===== src/rtl/sl_pkg.sv =====
// Package: shared types for the split-phase load unit.
// Assumes: one region bit (address MSB) chooses between two read sources.
package sl_pkg;
    typedef enum logic {
        REG_RAM = 1'b0,
        REG_CTL = 1'b1
    } region_e;
endpackage


===== src/rtl/sl_addr_gen.sv =====
// Module: sl_addr_gen
// Forms the read address for this cycle from either a load (base+offset)
// or a pop (stack pointer). A load wins over a simultaneous pop.
// Assumes: region is chosen by the address MSB.
module sl_addr_gen
    import sl_pkg::*;
#(
    parameter int AW = 16
) (
    input  logic          ld_req,
    input  logic [AW-1:0] ld_base,
    input  logic [AW-1:0] ld_off,
    input  logic          pop_req,
    input  logic [AW-1:0] sp,
    output logic          issue,
    output logic          pop_take,
    output logic [AW-1:0] addr,
    output region_e       region
);
    // Select the address source and decode its region.
    always_comb begin
        pop_take = pop_req && !ld_req;
        issue    = ld_req || pop_req;
        addr     = ld_req ? (ld_base + ld_off) : sp;
        region   = region_e'(addr[AW-1]);
    end
endmodule


===== src/rtl/sl_stack_ptr.sv =====
// Module: sl_stack_ptr
// Holds the stack pointer. It goes up on an accepted pop and down on a
// push, and both together cancel.
// Assumes: a pop reads at the pointer value before its increment.
module sl_stack_ptr #(
    parameter int          AW       = 16,
    parameter logic [AW-1:0] SP_RESET = 16'h8000
) (
    input  logic          clk,
    input  logic          rst_n,
    input  logic          pop_take,
    input  logic          push,
    output logic [AW-1:0] sp
);
    // Update the pointer from the pop/push pair.
    always_ff @(posedge clk) begin
        if (!rst_n) begin
            sp <= SP_RESET;
        end else begin
            case ({pop_take, push})
                2'b10:   sp <= sp + 1'b1;
                2'b01:   sp <= sp - 1'b1;
                default: sp <= sp;
            endcase
        end
    end

    a_r10_sp_reset: assert property (@(posedge clk) !rst_n |=> sp == SP_RESET);
    a_r7_pop_inc: assert property (@(posedge clk) disable iff (!rst_n)
        (pop_take && !push) |=> sp == $past(sp) + 1'b1);
    a_r8_push_dec: assert property (@(posedge clk) disable iff (!rst_n)
        (push && !pop_take) |=> sp == $past(sp) - 1'b1);
endmodule


===== src/rtl/sl_result_fifo.sv =====
// Module: sl_result_fifo
// In-order result queue with a combinational head. A write into a full
// queue succeeds only if a read frees a slot in the same cycle.
// Otherwise the word is dropped.
// Assumes: DEPTH >= 2.
module sl_result_fifo #(
    parameter int DW    = 16,
    parameter int DEPTH = 4
) (
    input  logic          clk,
    input  logic          rst_n,
    input  logic          wr_en,
    input  logic [DW-1:0] wdata,
    input  logic          rd_en,
    output logic [DW-1:0] head,
    output logic          empty
);
    localparam int PW = $clog2(DEPTH);
    localparam int CW = $clog2(DEPTH + 1);

    logic [DW-1:0] mem [DEPTH];
    logic [PW-1:0] wr_ptr, rd_ptr;
    logic [CW-1:0] cnt;
    logic          full, do_rd, do_wr;

    function automatic logic [PW-1:0] bump(input logic [PW-1:0] p);
        return (p == PW'(DEPTH - 1)) ? '0 : p + 1'b1;
    endfunction

    // Derive occupancy flags and the accepted operations.
    always_comb begin
        empty = (cnt == '0);
        full  = (cnt == CW'(DEPTH));
        do_rd = rd_en && !empty;
        do_wr = wr_en && (!full || do_rd);
        head  = mem[rd_ptr];
    end

    // Advance pointers, count and storage.
    always_ff @(posedge clk) begin
        if (!rst_n) begin
            wr_ptr <= '0;
            rd_ptr <= '0;
            cnt    <= '0;
        end else begin
            if (do_wr) begin
                mem[wr_ptr] <= wdata;
                wr_ptr      <= bump(wr_ptr);
            end
            if (do_rd) rd_ptr <= bump(rd_ptr);
            cnt <= cnt + CW'(do_wr) - CW'(do_rd);
        end
    end

    a_r3_no_overflow: assert property (@(posedge clk) disable iff (!rst_n)
        cnt <= CW'(DEPTH));
    a_r3_fill: assert property (@(posedge clk) disable iff (!rst_n)
        (wr_en && !rd_en && !full) |=> cnt == $past(cnt) + 1'b1);
endmodule


===== src/rtl/split_load_unit.sv =====
// Module: split_load_unit (top)
// Split-phase internal read unit. The address goes out in the request
// cycle, the memories answer one cycle later, and the word is pushed into
// the queue at the end of that cycle, ready for a retrieve two cycles
// after the request. A single region select follows the newest request
// and steers every capture.
// Assumes: both memories have a one-cycle synchronous read on rd_stb.
module split_load_unit
    import sl_pkg::*;
#(
    parameter int            DW        = 16,
    parameter int            AW        = 16,
    parameter int            RAM_WORDS = 16384,
    parameter int            DEPTH     = 4,
    parameter logic [AW-1:0] SP_RESET  = 16'h8000,
    localparam int           RAM_AW    = $clog2(RAM_WORDS),
    localparam int           CTL_AW    = AW - 1
) (
    input  logic              clk,
    input  logic              rst_n,
    input  logic              ld_req,
    input  logic [AW-1:0]     ld_base,
    input  logic [AW-1:0]     ld_off,
    input  logic              pop_req,
    input  logic              push_req,
    input  logic              rtv,
    output logic [DW-1:0]     rtv_data,
    output logic              rtv_err,
    output logic [AW-1:0]     sp,
    output logic              rd_stb,
    output logic [RAM_AW-1:0] ram_addr,
    output logic [CTL_AW-1:0] ctl_addr,
    input  logic [DW-1:0]     ram_rdata,
    input  logic [DW-1:0]     ctl_rdata
);
    logic          issue, pop_take;
    logic [AW-1:0] addr;
    region_e       region, cs_q, cs_eff;
    logic          pend_q;
    logic [DW-1:0] cap_data, head;
    logic          empty;

    sl_addr_gen #(.AW(AW)) i_addr (
        .ld_req(ld_req), .ld_base(ld_base), .ld_off(ld_off),
        .pop_req(pop_req), .sp(sp), .issue(issue), .pop_take(pop_take),
        .addr(addr), .region(region)
    );

    sl_stack_ptr #(.AW(AW), .SP_RESET(SP_RESET)) i_sp (
        .clk(clk), .rst_n(rst_n), .pop_take(pop_take), .push(push_req), .sp(sp)
    );

    // Drive the memory read port and pick the region for this cycle's capture.
    always_comb begin
        rd_stb   = issue;
        ram_addr = addr[RAM_AW-1:0];
        ctl_addr = addr[CTL_AW-1:0];
        cs_eff   = issue ? region : cs_q;
        cap_data = (cs_eff == REG_CTL) ? ctl_rdata : ram_rdata;
    end

    // Track the read in flight and the most recent region select.
    always_ff @(posedge clk) begin
        if (!rst_n) begin
            pend_q <= 1'b0;
            cs_q   <= REG_RAM;
        end else begin
            pend_q <= issue;
            cs_q   <= cs_eff;
        end
    end

    sl_result_fifo #(.DW(DW), .DEPTH(DEPTH)) i_fifo (
        .clk(clk), .rst_n(rst_n), .wr_en(pend_q), .wdata(cap_data),
        .rd_en(rtv), .head(head), .empty(empty)
    );

    // Present the queue head on a retrieve, or zero with error if empty.
    always_comb begin
        rtv_err  = rtv && empty;
        rtv_data = (rtv && !empty) ? head : '0;
    end

    a_r9_empty_zero: assert property (@(posedge clk) disable iff (!rst_n)
        rtv_err |-> (rtv_data == '0));
    a_r2_early_empty: assert property (@(posedge clk) disable iff (!rst_n)
        (issue && empty && !pend_q) |=> (!rtv || rtv_err));
    a_r1_strobe: assert property (@(posedge clk) disable iff (!rst_n)
        rd_stb == (ld_req || pop_req));
endmodule


===== config.mk =====
export PLATFORM = sky130hd
export DESIGN_NAME = split_load_unit
export DESIGN_NICKNAME = d
export VERILOG_FILES = /design/src/rtl/sl_pkg.sv /design/src/rtl/sl_addr_gen.sv /design/src/rtl/sl_stack_ptr.sv /design/src/rtl/sl_result_fifo.sv /design/src/rtl/split_load_unit.sv
export SDC_FILE = /design/constraint.sdc
export NUM_CORES = 1
export LEC_CHECK = 0
export ABC_CLOCK_PERIOD_IN_PS = 3900
export BUFFER_PORTS_ARGS = -buffer_cell sky130_fd_sc_hd__clkbuf_2
export CAP_MARGIN = 10
export CORE_MARGIN = 3
export CORE_UTILIZATION = 50
export CTS_BUF_LIST = sky130_fd_sc_hd__clkbuf_4
export CTS_CLUSTER_DIAMETER = 150
export DETAILED_ROUTE_END_ITERATION = 7
export PLACE_DENSITY_LB_ADDON = 0.1
export SETUP_SLACK_MARGIN = 0.15
export SLEW_MARGIN = 20
export SYNTH_ARGS = -nofsm -noshare
export SYNTH_HDL_FRONTEND = slang
export SYNTH_SLANG_ARGS = --single-unit
export TNS_END_PERCENT = 1

===== constraint.sdc =====
create_clock -name clk -period 3.9 [get_ports clk]
set_input_delay 0.195 -clock clk [delete_from_list [all_inputs] [get_ports clk]]
set_output_delay 0.195 -clock clk [all_outputs]
set_load 0.03 [all_outputs]

Yosys cells after proc, flatten, opt, wreduce, memory -nomap -nowiden:

Memories as Yosys holds them, arrays and structs flattened. A register that Yosys moved wholly into a read port is not among the register bits.
Cells that the tools add are included.
W data, S select, Z words.

* add/sub/neg operators: 7
* equality and inequality tests: 5
* mux-type cells: 12
* reduce and logical (&&, ||, !) cells: 11

Operators with widths (count)
* $mux W16: 3
* $pmux W16 S2: 1
* $add A16 B1 Y16 const B: 1
* $add A16 B16 Y16: 1
* $sub A16 B1 Y16 const B: 1
* $mux W2: 4
* $eq A2 B2 Y1 const B: 3
* $add A2 B1 Y2 const B: 2
* $logic_and A1 B1 Y1: 4
* $mux W1: 4
* $add A3 B1 Y3: 1
* $eq A3 B3 Y1 const B: 1
* $logic_not A1 Y1: 3
* $logic_not A3 Y1: 1
* $sub A3 B1 Y3: 1
* $eq A2 B1 Y1 const B: 1
* $logic_or A1 B1 Y1: 2
* $reduce_bool A2 Y1: 1

* register bits after elaboration: 25
* bits in writable memories: 64
* word-level logic and storage cells: 42
* memories: 1

Memories
* i_fifo.mem: words 4, bits a word 16, read ports 1, clocked after memory_dff 1, wr ports 1, RTL line sl_result_fifo.sv:21 `logic [DW-1:0] mem [DEPTH];`

Logic depth before layout (Yosys ltp):

Gate-level depths: netlist of run 1.

* depth in word-level cells: 8
* mapped depth: 15

Cells and area by module:

Synthesis of run 1 repeated with hierarchy kept, for this count alone.

* cell total of the unflattened synthesis: 519
* area, all modules: 5859.4 sq um

Modules (own cells, without submodules)
* sl_result_fifo: times used 1, cells each 133, area each 2786.4 sq um, sequential area each 2102.0 sq um
* sl_stack_ptr: times used 1, cells each 203, area each 1589.0 sq um, sequential area each 320.3 sq um
* sl_addr_gen: times used 1, cells each 128, area each 958.4 sq um, sequential area each 0.0 sq um
* split_load_unit: times used 1, cells each 55, area each 525.5 sq um, sequential area each 40.0 sq um

Worst setup path before layout of run 1:

No wires, ideal clock.

* kind: input-to-reg
* start point: input ld_req
* end point: register i_sp.sp[14]
* library setup time: 0.134 ns
* data arrival time: 3.175 ns
* data required time: 3.766 ns
* slack: 0.591 ns
* stages on the path: 15
* buffers on the path: 4
* path through: clkinv_1 -> nand2_1 -> ha_1 -> buf_2 -> buf_4 -> buf_2 -> buf_2 -> xor2_1 -> ha_1 -> a21boi_1 -> o22ai_1 -> o41a_1 -> a41o_1 -> a21boi_1 -> or4_1

* longest elaborated chain between the ends: 4
* elaborated cells between the ends (all ways): 6
* those cells by class: 2 x eq/ne; 1 x mux; 3 x reduce/logical

RTL lines
* start: declaration: RTL line split_load_unit.sv:21 `input logic ld_req,`
* $logic_not A1 Y1 *: RTL line sl_addr_gen.sv:22 `pop_take = pop_req && !ld_req;`
* $logic_and A1 B1 Y1 *: RTL line sl_addr_gen.sv:22
* $eq A2 B1 Y1 / $eq A2 B2 Y1 (equally long branches): RTL line sl_stack_ptr.sv:20 `case ({pop_take, push})`
* $pmux W16 S2 / $reduce_bool A2 Y1 (equally long branches)
* end signal: assignment: RTL line sl_stack_ptr.sv:21 `2'b10: sp <= sp + 1'b1;`
* end signal: assignment: RTL line sl_stack_ptr.sv:22 `2'b01: sp <= sp - 1'b1;`
* end signal: assignment: RTL line sl_stack_ptr.sv:23 `default: sp <= sp;`
* end: declaration: RTL line sl_stack_ptr.sv:13 `output logic [AW-1:0] sp`

Every way passes the cells marked *; elsewhere a longest branch is shown, timed or not.
A chain may end at the register's enable or synchronous reset.

Worst setup path after layout of run 1:

* start point: register i_sp.sp[1]
* end point: register i_sp.sp[14]

* longest elaborated chain between the ends: 2
* elaborated cells between the ends (all ways): 3
* those cells by class: 2 x add/sub; 1 x mux

RTL lines (RTL line)
* $sub A16 B1 Y16 / $add A16 B1 Y16 (equally long branches): sl_stack_ptr.sv:22, sl_stack_ptr.sv:21
* $pmux W16 S2 *: sl_stack_ptr.sv:20

Marks and branches as above.

==> summary.md, run 1 <==
| Metric | Value |
|---|---|
| CTS Root Cell | `clkbuf_4` |
| Core Area | `approximately 0.013 sq mm` |
| # resized after CTS | `0` |
| Wl on met1 | `6760 um` |
| Dpl ws | `0.727 ns` |
| Worst Slack Setup Final | `1.12 ns` |
| Max-cap viol count | `0` |
| Switching pwr | `0.00134 W` |
| LEAKAGE | `2.92 nW` |
| Mapped Cells | `approximately 670` |
| Power Dens Cells | `about 440 mW/mm^2` |
| Number of global-route vias before repair | `around 5200` |
| Final hold vios | `0` |
| Vias per cell | `6.01` |
| Setup tns final | `0 ns` |
| Register area share after synthesis | `0.374` |
| Final WL | `~17000 um` |
| Vias | `5598` |
| DR pass1 iterations | `5` |
| Flop pwr share | `0.396` |
| Worst skew pair latency | `0.48 ns` |
| Post-synth EDFFs | `64` |
| Slew headroom | `0.380` |
| Fraction of layout cells with a size suffix above 1 | `0.283` |
| Gr ovfl total | `0` |
| Tcrit/Tclk final | `0.712` |
| Most frequent cells in the layout | `clkbuf_2 (132), nand2_1 (71), edfxtp_1 (64)` |
| YS warnings | `0` |
| Fmax | `~360 MHz` |
| Die X | `between 100 and 150 um` |
| #FFs+latches synth | `91` |
| Layout Nets | `851` |
| Gate power share | `0.438` |
| CTS clk-pin slew, worst paths | `0.15 ns` |
| Clk network pwr share | `0.165` |
| Layout Skew | `0.0238 ns` |
| Antenna-violating nets left | `0` |
| WL met3 | `around 900 um` |
| Num ports | `133` |
| Finished Layout Cells | `about 930` |
| Synth Flop Type | `edfxtp_1` |
| Critical path arrival | `between 3 and 4 ns` |
| Largest net degree at the start of global routing | `86` |
| Unique masters post-synth | `86` |
| Worst Tran Pin Value | `0.924 ns` |
| Top layer in use | `met4` |
| Worst path required time | `between 4 and 5 ns` |
| Synthesized area per cell | `9.80 sq um` |
| GPL Wtd Cong | `0.878` |
| Synthesized area | `0.00658 sq mm` |
| Initial antenna violation count | `0` |
| N_diodes | `0` |
| Number of buffers added on ports | `132` |
| First-pass GRT wire length | `26400 um` |
| CTS Hold Bufs | `0` |
| Max clock buf depth | `2` |
| DR iter-0 viols | `414` |
| RSZ-0062 raised after global routing | `false` |
| Total Routing Usage GR | `0.229` |
| FFs w/ async S/R, synth | `0` |
| Core Rows | `41` |
| CP max FO | `12` |
| CP startpoint kind | `register` |
| Outcome | `complete, no violations` |
| Sw frac | `0.416` |
| Setup crit end kind | `register` |
| Area grow syn2layout | `11.1%` |
| DR WL met2 | `between 8000 and 9000 um` |
| Die area | `0.0146 sq mm` |
| Commonest non-fill, non-tap cell in the layout | `clkbuf_2` |
| Placed wire-length estimate | `approximately 12000 um` |
| CTS tree | `yes` |
| Slew Viols, Final | `0` |
| Min Hold Slack | `roughly 0.15 ns` |
| Starting Density | `0.517` |
| FF-to-FF setup slack | `1.12 ns` |
| Minimum clock period | `roughly 2.8 ns` |
| Post-CTS Setup Bufs | `0` |
| Layout Utilization | `0.575` |
| CTS Buf Count | `9` |
| Avg WL per Cell | `17.9 um` |
| Crit path kind | `reg2reg` |
| H-Tree Depth | `3` |
| Die Ht | `121 um` |
| Internal power | `about 0.0019 W` |
| Post-synth net total | `769` |
| Residual DRC | `0` |
| VDD IR max | `0.197 mV` |
| Hold Crit Class | `in2reg` |
| Placed Cells | `915` |
| Final-report setup violation count | `0` |
| CTS sink cnt | `91` |
==> worst max-delay path, cell delays in order, from the launching register on <==
cell and delay (ns):
dfxtp_1 0.59, xor2_1 0.20, ha_1 0.20, a21boi_1 0.17, o22ai_1 0.16, o41a_1 0.50
a41o_1 0.23, a21boi_1 0.12, or4_1 0.51
==> synthesized netlist by cell type (20+ instances only) <==
| cell type | number | share of area |
|---|---|---|
| nand2_1 | 71 | 0.040 |
| nor2_1 | 24 | 0.014 |
| edfxtp_1 | 64 | 0.29 |
| nor2b_1 | 23 | 0.022 |
| o211ai_1 | 20 | 0.023 |
| dfxtp_1 | 27 | 0.082 |
| nand4_1 | 23 | 0.022 |
| ha_1 | 25 | 0.048 |
| a21oi_1 | 36 | 0.027 |
| mux2_2 | 25 | 0.043 |
| clkbuf_1 | 30 | 0.017 |
==> routing by layer <==
layer,GRT usage,vias to the layer above
met1,0.269,2702
met3,0.0341,19
li1,-,2689
met4,0.0807,0
met5,0,-
met2,0.422,188
==> layout make-up <==
cell class | count | area, sq um
clock buffer | 9 | 67.6
clock inverter | 7 | 67.6
fill | 1155 | 5410
inverter | 20 | 75.1
multi-input combinational | 493 | 3710
sequential | 91 | 2460
tap | 172 | 215
timing repair buffer | 139 | 713
==> state kept, by name, summed over array words and instances, names as in the netlist, named ones only <==
register	count
i_sp.sp	16
cs_q	1
i_fifo.wr_ptr	2
i_fifo.mem	64
pend_q	1
i_fifo.cnt	3
i_fifo.rd_ptr	2
==> through the flow <==
stage	power, W	area, sq um
floorplan	0.00237	6580
global placement	0.00268	7180
detailed placement	0.00271	7180
CTS	0.00324	7320
global route	0.00341	7320
finish	0.00322	7320
==> final timing paths <==
kind,endpoint,startpoint,depth (start not counted)
worst max-delay path,i_sp.sp[14]$_SDFFE_PN0P_,i_sp.sp[1]$_SDFFE_PN0P_,8
worst max register to register,i_sp.sp[14]$_SDFFE_PN0P_,i_sp.sp[1]$_SDFFE_PN0P_,8
worst min-delay path,pend_q$_SDFF_PN0_,pop_req,3
worst min register to register,register,i_fifo.rd_ptr[1]$_SDFFE_PN0P_,2
==> power by group through the flow <==
stage | combinational [W] | clock [W] | sequential, W
final | 0.00141 | 0.000533 | 0.00128
after global placement | 0.00138 | 0 | 0.00129
after global routing | 0.00154 | 0.000584 | 0.00129
after detailed placement | 0.00141 | 0 | 0.00130
after CTS | 0.00142 | 0.000540 | 0.00128
after floorplan | 0.00110 | 0 | 0.00127
==> kinds of logic (layout without fill, tap and decap cells) <==
group	after synthesis	after routing	synth area share
AOI/OAI and AO/OA	170	170	0.183
buffers and inverters	88	175	0.0635
and+or+nand+nor	225	225	0.185
muxes	54	54	0.117
adders and majority gates	27	27	0.0536
DFF	91	91	0.374
xor gates and xnor gates	17	17	0.0226
(Power assumes the default switching activity.)
==> inputs of run 2 (changes only) <==
- ABC_CLOCK_PERIOD_IN_PS: 3900 -> 2250
- clock period: 3.9 -> 2.25 ns (I/O delays scaled with it)
==> summary.md, run 2 (synthesis gave the netlist of run 1 again) <==
| Metric | Value |
|---|---|
| Outcome | `finished, violations left` |
| Largest reg by FF count | `i_fifo.mem` |
| Core Rows | `41 (unchanged)` |
| Fraction of layout cells with a size suffix above 1 | `0.404 (+0.121)` |
| CTS Root Cell | `clkbuf_4` |
| Commonest non-fill, non-tap cell in the layout | `clkbuf_2` |
| CP max FO | `4 (-8)` |
| Worst skew pair latency | `0.47 ns (about the same)` |
| DR pass1 iterations | `5 (unchanged)` |
| Worst R2R Path Depth | `8 (unchanged)` |
| Worst Tran Pin Value | `0.829 ns (-0.0950 ns)` |
| Flop pwr share | `0.356 (-0.040)` |
| CTS sink cnt | `91 (unchanged)` |
| Setup tns final | `-0.0907 ns (-0.0907 ns)` |
| Internal power | `0.00362 W (+93%)` |
| Initial antenna violation count | `0 (unchanged)` |
| Die Ht | `121 um (unchanged)` |
| Clk network pwr share | `0.154 (-0.011)` |
| Power Dens Cells | `721 mW/mm^2 (+64%)` |
| Vias per cell | `5.93 (-1.4%)` |
| Antenna-violating nets left | `0 (unchanged)` |
| Number of global-route vias before repair | `5999 (+14%)` |
| Crit path kind | `reg2reg` |
| N_diodes | `0 (unchanged)` |
| Largest net degree at the start of global routing | `86 (unchanged)` |
| Worst path required time | `2.60 ns (-1.67 ns)` |
| Number of buffers added on ports | `132 (unchanged)` |
| Final hold vios | `0 (unchanged)` |
| Placed wire-length estimate | `13200 um (+13%)` |
| Max-cap viol count | `0 (unchanged)` |
| Area grow syn2layout | `27.9%` |
| CTS tree | `yes` |
| Min Hold Slack | `0.0509 ns (-0.102 ns)` |
| CTS Buf Count | `9 (unchanged)` |
| Hold Crit Class | `in2reg` |
| CP startpoint kind | `register` |
| Final-report setup violation count | `1 (+1)` |
| Hold Crit Depth | `5 (+2)` |
| Num ports | `133 (unchanged)` |
| Final WL | `18300 um (+9.8%)` |
| Worst Slack Setup Final | `-0.0907 ns (-1.21 ns)` |
| Minimum clock period | `2.34 ns (-0.438 ns)` |
| Setup crit end kind | `register` |
| Residual DRC | `0 (unchanged)` |
| Vias | `6033 (+7.8%)` |
| LEAKAGE | `3.47 nW (+19%)` |
| Slew Viols, Final | `0 (unchanged)` |
| Total Routing Usage GR | `0.254 (+0.0256)` |
| Layout Nets | `938 (+10%)` |
| Failing checks | `negative setup slack` |
| Layout Skew | `0.0338 ns (+0.00995 ns)` |
| Gate power share | `0.490 (+0.052)` |
| Most frequent cells in the layout | `clkbuf_2 (109), buf_4 (94), nand2_1 (70)` |
| Core Area | `0.0127 sq mm (unchanged)` |
| GPL Wtd Cong | `0.832 (-5.2%)` |
| Layout Utilization | `0.662 (+0.0867)` |
| Starting Density | `0.517 (unchanged)` |
| Critical path arrival | `2.69 ns (-0.46 ns)` |
| Placed Cells | `998 (+9.1%)` |
| Finished Layout Cells | `1018 (+9.3%)` |
| Die area | `0.0146 sq mm (unchanged)` |
| Switching pwr | `0.00245 W (+83%)` |
| FF-to-FF setup slack | `-0.09 ns (-1.21 ns)` |
| Tcrit/Tclk final | `1.04 (+0.328)` |
| DR iter-0 viols | `416 (+0.48%)` |
| Biggest registers after layout | `i_fifo.mem: 64 flops, i_sp.sp: 16 flops, i_fifo.cnt: 3 flops` |
| CTS clk-pin slew, worst paths | `0.16 ns (about the same)` |
| VDD IR max | `0.520 mV (+160%)` |
| H-Tree Depth | `3 (unchanged)` |
| Slew headroom | `0.447 (+0.0669)` |
| First-pass GRT wire length | `29500 um (+12%)` |
| Gr ovfl total | `0 (unchanged)` |
| Sw frac | `0.403 (-0.0128)` |
| Max clock buf depth | `2 (unchanged)` |
| Die X | `121 um (unchanged)` |
| Fmax | `427 MHz (+19%)` |
| Max reg flops | `64 (unchanged)` |
| Avg WL per Cell | `18.0 um (+0.43%)` |
| RSZ-0062 raised after global routing | `true` |
## run 2: layout make-up
cell class,count,area [sq um]
inverters,20,101
clock buffers,10,75.1
flip-flops and latches,91,2470
well taps,172,215
multi-input cells,493,3970
fillers,1056,4300
clock inverters,6,65.1
repair buffers,226,1520
## run 2: what timing repair did
item | in CTS | in global routing
hold buffers | 0 | 0
hold endpoints to repair | 0 | 0
pin swaps | 23 | 8
endpoints found under the setup margin | 107 | 44
buffers inserted | 4 | 0
resized for setup | 49 | 48
## run 2: critical path: stages, from the launching register on
cell and delay, ns:
dfxtp_2 0.37, xor2_1 0.18, ha_2 0.23, a21boi_2 0.17
o22ai_2 0.11, or3_1 0.32, a41o_1 0.23, a21boi_1 0.13
or4_1 0.50
## run 2: path summary, 6_finish.rpt
kind / from / end
hold reg to reg: i_fifo.rd_ptr[1]$_SDFFE_PN0P_ / register
setup reg to reg: i_sp.sp[1]$_SDFFE_PN0P_ / i_sp.sp[14]$_SDFFE_PN0P_
hold / removal: rtv / register
setup / recovery: i_sp.sp[1]$_SDFFE_PN0P_ / i_sp.sp[14]$_SDFFE_PN0P_
## run 2: metrics by stage
stage / setup slack (ns) / power (W) / cell area, sq um
floorplan: -0.525 / 0.00412 / 6680
global placement: -0.346 / 0.00488 / 7900
detailed placement: -0.418 / 0.00496 / 7900
CTS: -0.0896 / 0.00602 / 8310
global route: -0.137 / 0.00642 / 8420
finish: -0.0907 / 0.00607 / 8420
## run 2: power groups by stage
| stage | Sequential (W) | Combinational, W | Clock (W) |
|---|---|---|---|
| CTS | 0.00214 | 0.00293 | 0.000961 |
| finish | 0.00216 | 0.00298 | 0.000933 |
| global placement | 0.00216 | 0.00272 | 0 |
| global route | 0.00218 | 0.00323 | 0.00101 |
| detailed placement | 0.00217 | 0.00278 | 0 |
| floorplan | 0.00220 | 0.00193 | 0 |
## run 2: metal layers
layer  vias up  GRT usage  wire length, um
met4         0     0.0829              391
met3        29     0.0365              888
met5         -          0                0
li1       2860          -                -
met1      2948      0.292             7080
met2       196      0.481             9950
==> inputs of run 3 (changes only) <==
- CORE_UTILIZATION: 50 -> 52
- RECOVER_POWER: not set -> 25
==> summary.md, run 3 (synthesis gave the netlist of run 1 again) <==
| Metric | Value |
|---|---|
| Commonest non-fill, non-tap cell in the layout | `clkbuf_2` |
| Final hold vios | `0 (unchanged)` |
| RSZ-0062 raised after global routing | `true` |
| Die Ht | `119 um (-1.8%)` |
| Largest reg by FF count | `i_fifo.mem` |
| CTS Root Cell | `clkbuf_4` |
| Layout Nets | `938 (unchanged)` |
| Placed wire-length estimate | `13500 um (+2.1%)` |
| Total Routing Usage GR | `0.264 (+0.0102)` |
| Critical path arrival | `2.68 ns (about the same)` |
| Worst R2R Path Depth | `8 (unchanged)` |
| Initial antenna violation count | `0 (unchanged)` |
| Layout Skew | `0.0227 ns (-0.0111 ns)` |
| Largest net degree at the start of global routing | `86 (unchanged)` |
| Met2 global-route usage | `0.476 (-0.00579)` |
| Finished Layout Cells | `1014 (-0.39%)` |
| DR iter-0 viols | `536 (+29%)` |
| Core Rows | `40 (-2.4%)` |
| Starting Density | `0.539 (+0.0216)` |
| Num ports | `133 (unchanged)` |
| Vias | `6073 (+0.66%)` |
| R2r startpoint | `i_sp.sp[1]$_SDFFE_PN0P_` |
| Slowest stage delay, CP | `0.50 ns (about the same)` |
| DR pass1 iterations | `7 (+2)` |
| Tcrit/Tclk final | `1.03 (-0.00800)` |
| Worst path required time | `2.60 ns (about the same)` |
| Switching pwr | `0.00246 W (+0.48%)` |
| Hold Crit Depth | `5 (unchanged)` |
| Die X | `119 um (-1.8%)` |
| CTS Hold Bufs | `0 (unchanged)` |
| FF-to-FF setup slack | `-0.07 ns (+0.02 ns)` |
| Placed Cells | `997 (-0.10%)` |
| Placed Area | `0.00797 sq mm (+0.86%)` |
| Number of global-route vias before repair | `5954 (-0.75%)` |
| Gr ovfl total | `0 (unchanged)` |
| Biggest registers after layout | `i_fifo.mem: 64 flops, i_sp.sp: 16 flops, i_fifo.cnt: 3 flops` |
| Failing checks | `negative setup slack` |
| Slew Viols, Final | `0 (unchanged)` |
| H-Tree Depth | `3 (unchanged)` |
| Die area | `0.0140 sq mm (-3.7%)` |
| Final-report setup violation count | `1 (unchanged)` |
| Flop pwr share | `0.348 (-0.008)` |
| Critical Path Start | `i_sp.sp[1]$_SDFFE_PN0P_` |
| Antenna-violating nets left | `0 (unchanged)` |
| CP startpoint kind | `register` |
| Internal power | `0.00373 W (+3.1%)` |
| Setup crit end kind | `register` |
| CTS tree | `yes` |
| Max clock buf depth | `2 (unchanged)` |
| Slowest-stage cell, CP | `or4_1` |
| CTS clk-pin slew, worst paths | `0.15 ns (about the same)` |
| CTS sink cnt | `91 (unchanged)` |
| Post-Layout Inst Area | `0.00848 sq mm (+0.77%)` |
| Fraction of layout cells with a size suffix above 1 | `0.407 (+0.00236)` |
| CTS Buf Count | `9 (unchanged)` |
| Fmax | `431 MHz (+0.78%)` |
| Final WL | `18600 um (+1.4%)` |
| GPL Wtd Cong | `0.892 (+7.1%)` |
| Met3 usage | `0.0469 (+0.0104)` |
| Sw frac | `0.397 (-0.00615)` |
| LEAKAGE | `3.51 nW (+1.2%)` |
| Gate power share | `0.484 (-0.006)` |
| Worst Setup EP | `i_sp.sp[14]$_SDFFE_PN0P_` |
| Critical-path cell list | `xor2_1 -> ha_2 -> a21boi_2 -> o22ai_2 -> o41a_1 -> a41o_1 -> a21boi_1 -> or4_1` |
| Worst skew pair latency | `0.46 ns (about the same)` |
| Worst Slack Setup Final | `-0.0727 ns (+0.0180 ns)` |
| Outcome | `finished, violations left` |
| First-pass GRT wire length | `30000 um (+1.7%)` |
| Most frequent cells in the layout | `clkbuf_2 (115), buf_4 (83), nand2_1 (70)` |
| Max-cap viol count | `0 (unchanged)` |
| Max reg flops | `64 (unchanged)` |
| Crit path kind | `reg2reg` |
| Met1 Use GR | `0.335 (+0.0422)` |
| CP max FO | `5 (+1)` |
| Number of buffers added on ports | `132 (unchanged)` |
| Residual DRC | `0 (unchanged)` |
| Vias per cell | `5.99 (+1.1%)` |
| Avg WL per Cell | `18.3 um (+1.8%)` |
| VDD IR max | `0.451 mV (-13%)` |
| Hold Crit Class | `in2reg` |
| R2r endpoint | `i_sp.sp[14]$_SDFFE_PN0P_` |
| GR peak layer | `met2` |
| Clk network pwr share | `0.169 (+0.015)` |
| N_diodes | `0 (unchanged)` |
| Area grow syn2layout | `28.9%` |
| Power Dens Cells | `730 mW/mm^2 (+1.3%)` |
| Slew headroom | `0.435 (-0.0123)` |
| Core Area | `0.0122 sq mm (-4.0%)` |
| Worst Tran Pin Value | `0.847 ns (+0.0185 ns)` |
| Minimum clock period | `2.32 ns (-0.0180 ns)` |
## run 3: changes by cell type in the layout (fill, tap and decap cells not counted), moves of 2 or more
cell,delta
clkbuf_4,-2
dfxtp_2,+3
dfxtp_1,-2
buf_4,-11
clkbuf_2,+6
buf_12,+4
## run 3: cell type report
cell class	instances	area, sq um
Clock buffer	10	75.1
Clock inverter	6	90.1
Fill cell	943	3730
Inverter	20	101
Multi-Input combinational cell	493	3980
Sequential cell	91	2470
Tap cell	168	210
Timing Repair Buffer	226	1560
## run 3: worst min path at each step
stage,from,end
after floorplan,pop_req,rd_stb
after global routing,rtv,i_fifo.rd_ptr[1]$_SDFFE_PN0P_
after detailed placement,i_fifo.rd_ptr[1]$_SDFFE_PN0P_,i_fifo.rd_ptr[1]$_SDFFE_PN0P_
after CTS,rtv,i_fifo.rd_ptr[1]$_SDFFE_PN0P_
after global placement,i_fifo.rd_ptr[1]$_SDFFE_PN0P_,i_fifo.rd_ptr[1]$_SDFFE_PN0P_
final,rtv,i_fifo.rd_ptr[1]$_SDFFE_PN0P_
## run 3: power groups by stage
stage	registers [W]	clock network, W	logic [W]
after floorplan	0.00220	0	0.00193
after global placement	0.00217	0	0.00276
after detailed placement	0.00218	0	0.00281
after CTS	0.00214	0.00106	0.00295
after global routing	0.00217	0.00112	0.00325
final	0.00215	0.00104	0.00300
## run 3: metal layers
layer,vias up,routed length [um],share of wire
li1,2868,-,-
met1,2938,7490,0.40
met2,249,9630,0.52
met3,18,1220,0.066
met4,0,226,0.012
met5,-,0,0
## run 3: worst max-delay path: cells and delay by family, from the launching register on
family                   cells  cell delay (ns)
AO/OA/AOI/OAI                5             0.99
AND/OR/NAND/NOR              1             0.50
flip-flops                   1             0.36
adder cells (fa/ha/maj)      1             0.22
XOR/XNOR                     1             0.15
## run 3: what timing repair did
action	CTS	global route
endpoints found under the setup margin	106	41
pin swaps	23	13
gates resized for setup	52	31
buffers inserted	1	0
## run 3: metrics by stage
stage	setup slack (ns)	setup TNS, ns	power (W)	hold WS [ns]	util
after floorplan	-0.525	-2.02	0.00412	0.407	-
final	-0.0727	-0.0727	0.00619	0.0878	0.695
after global routing	-0.158	-0.288	0.00654	0.0948	0.695
after CTS	-0.0613	-0.0613	0.00616	0.0536	0.689
after detailed placement	-0.420	-27.75	0.00499	0.506	0.653
after global placement	-0.384	-22.65	0.00492	0.490	0.653
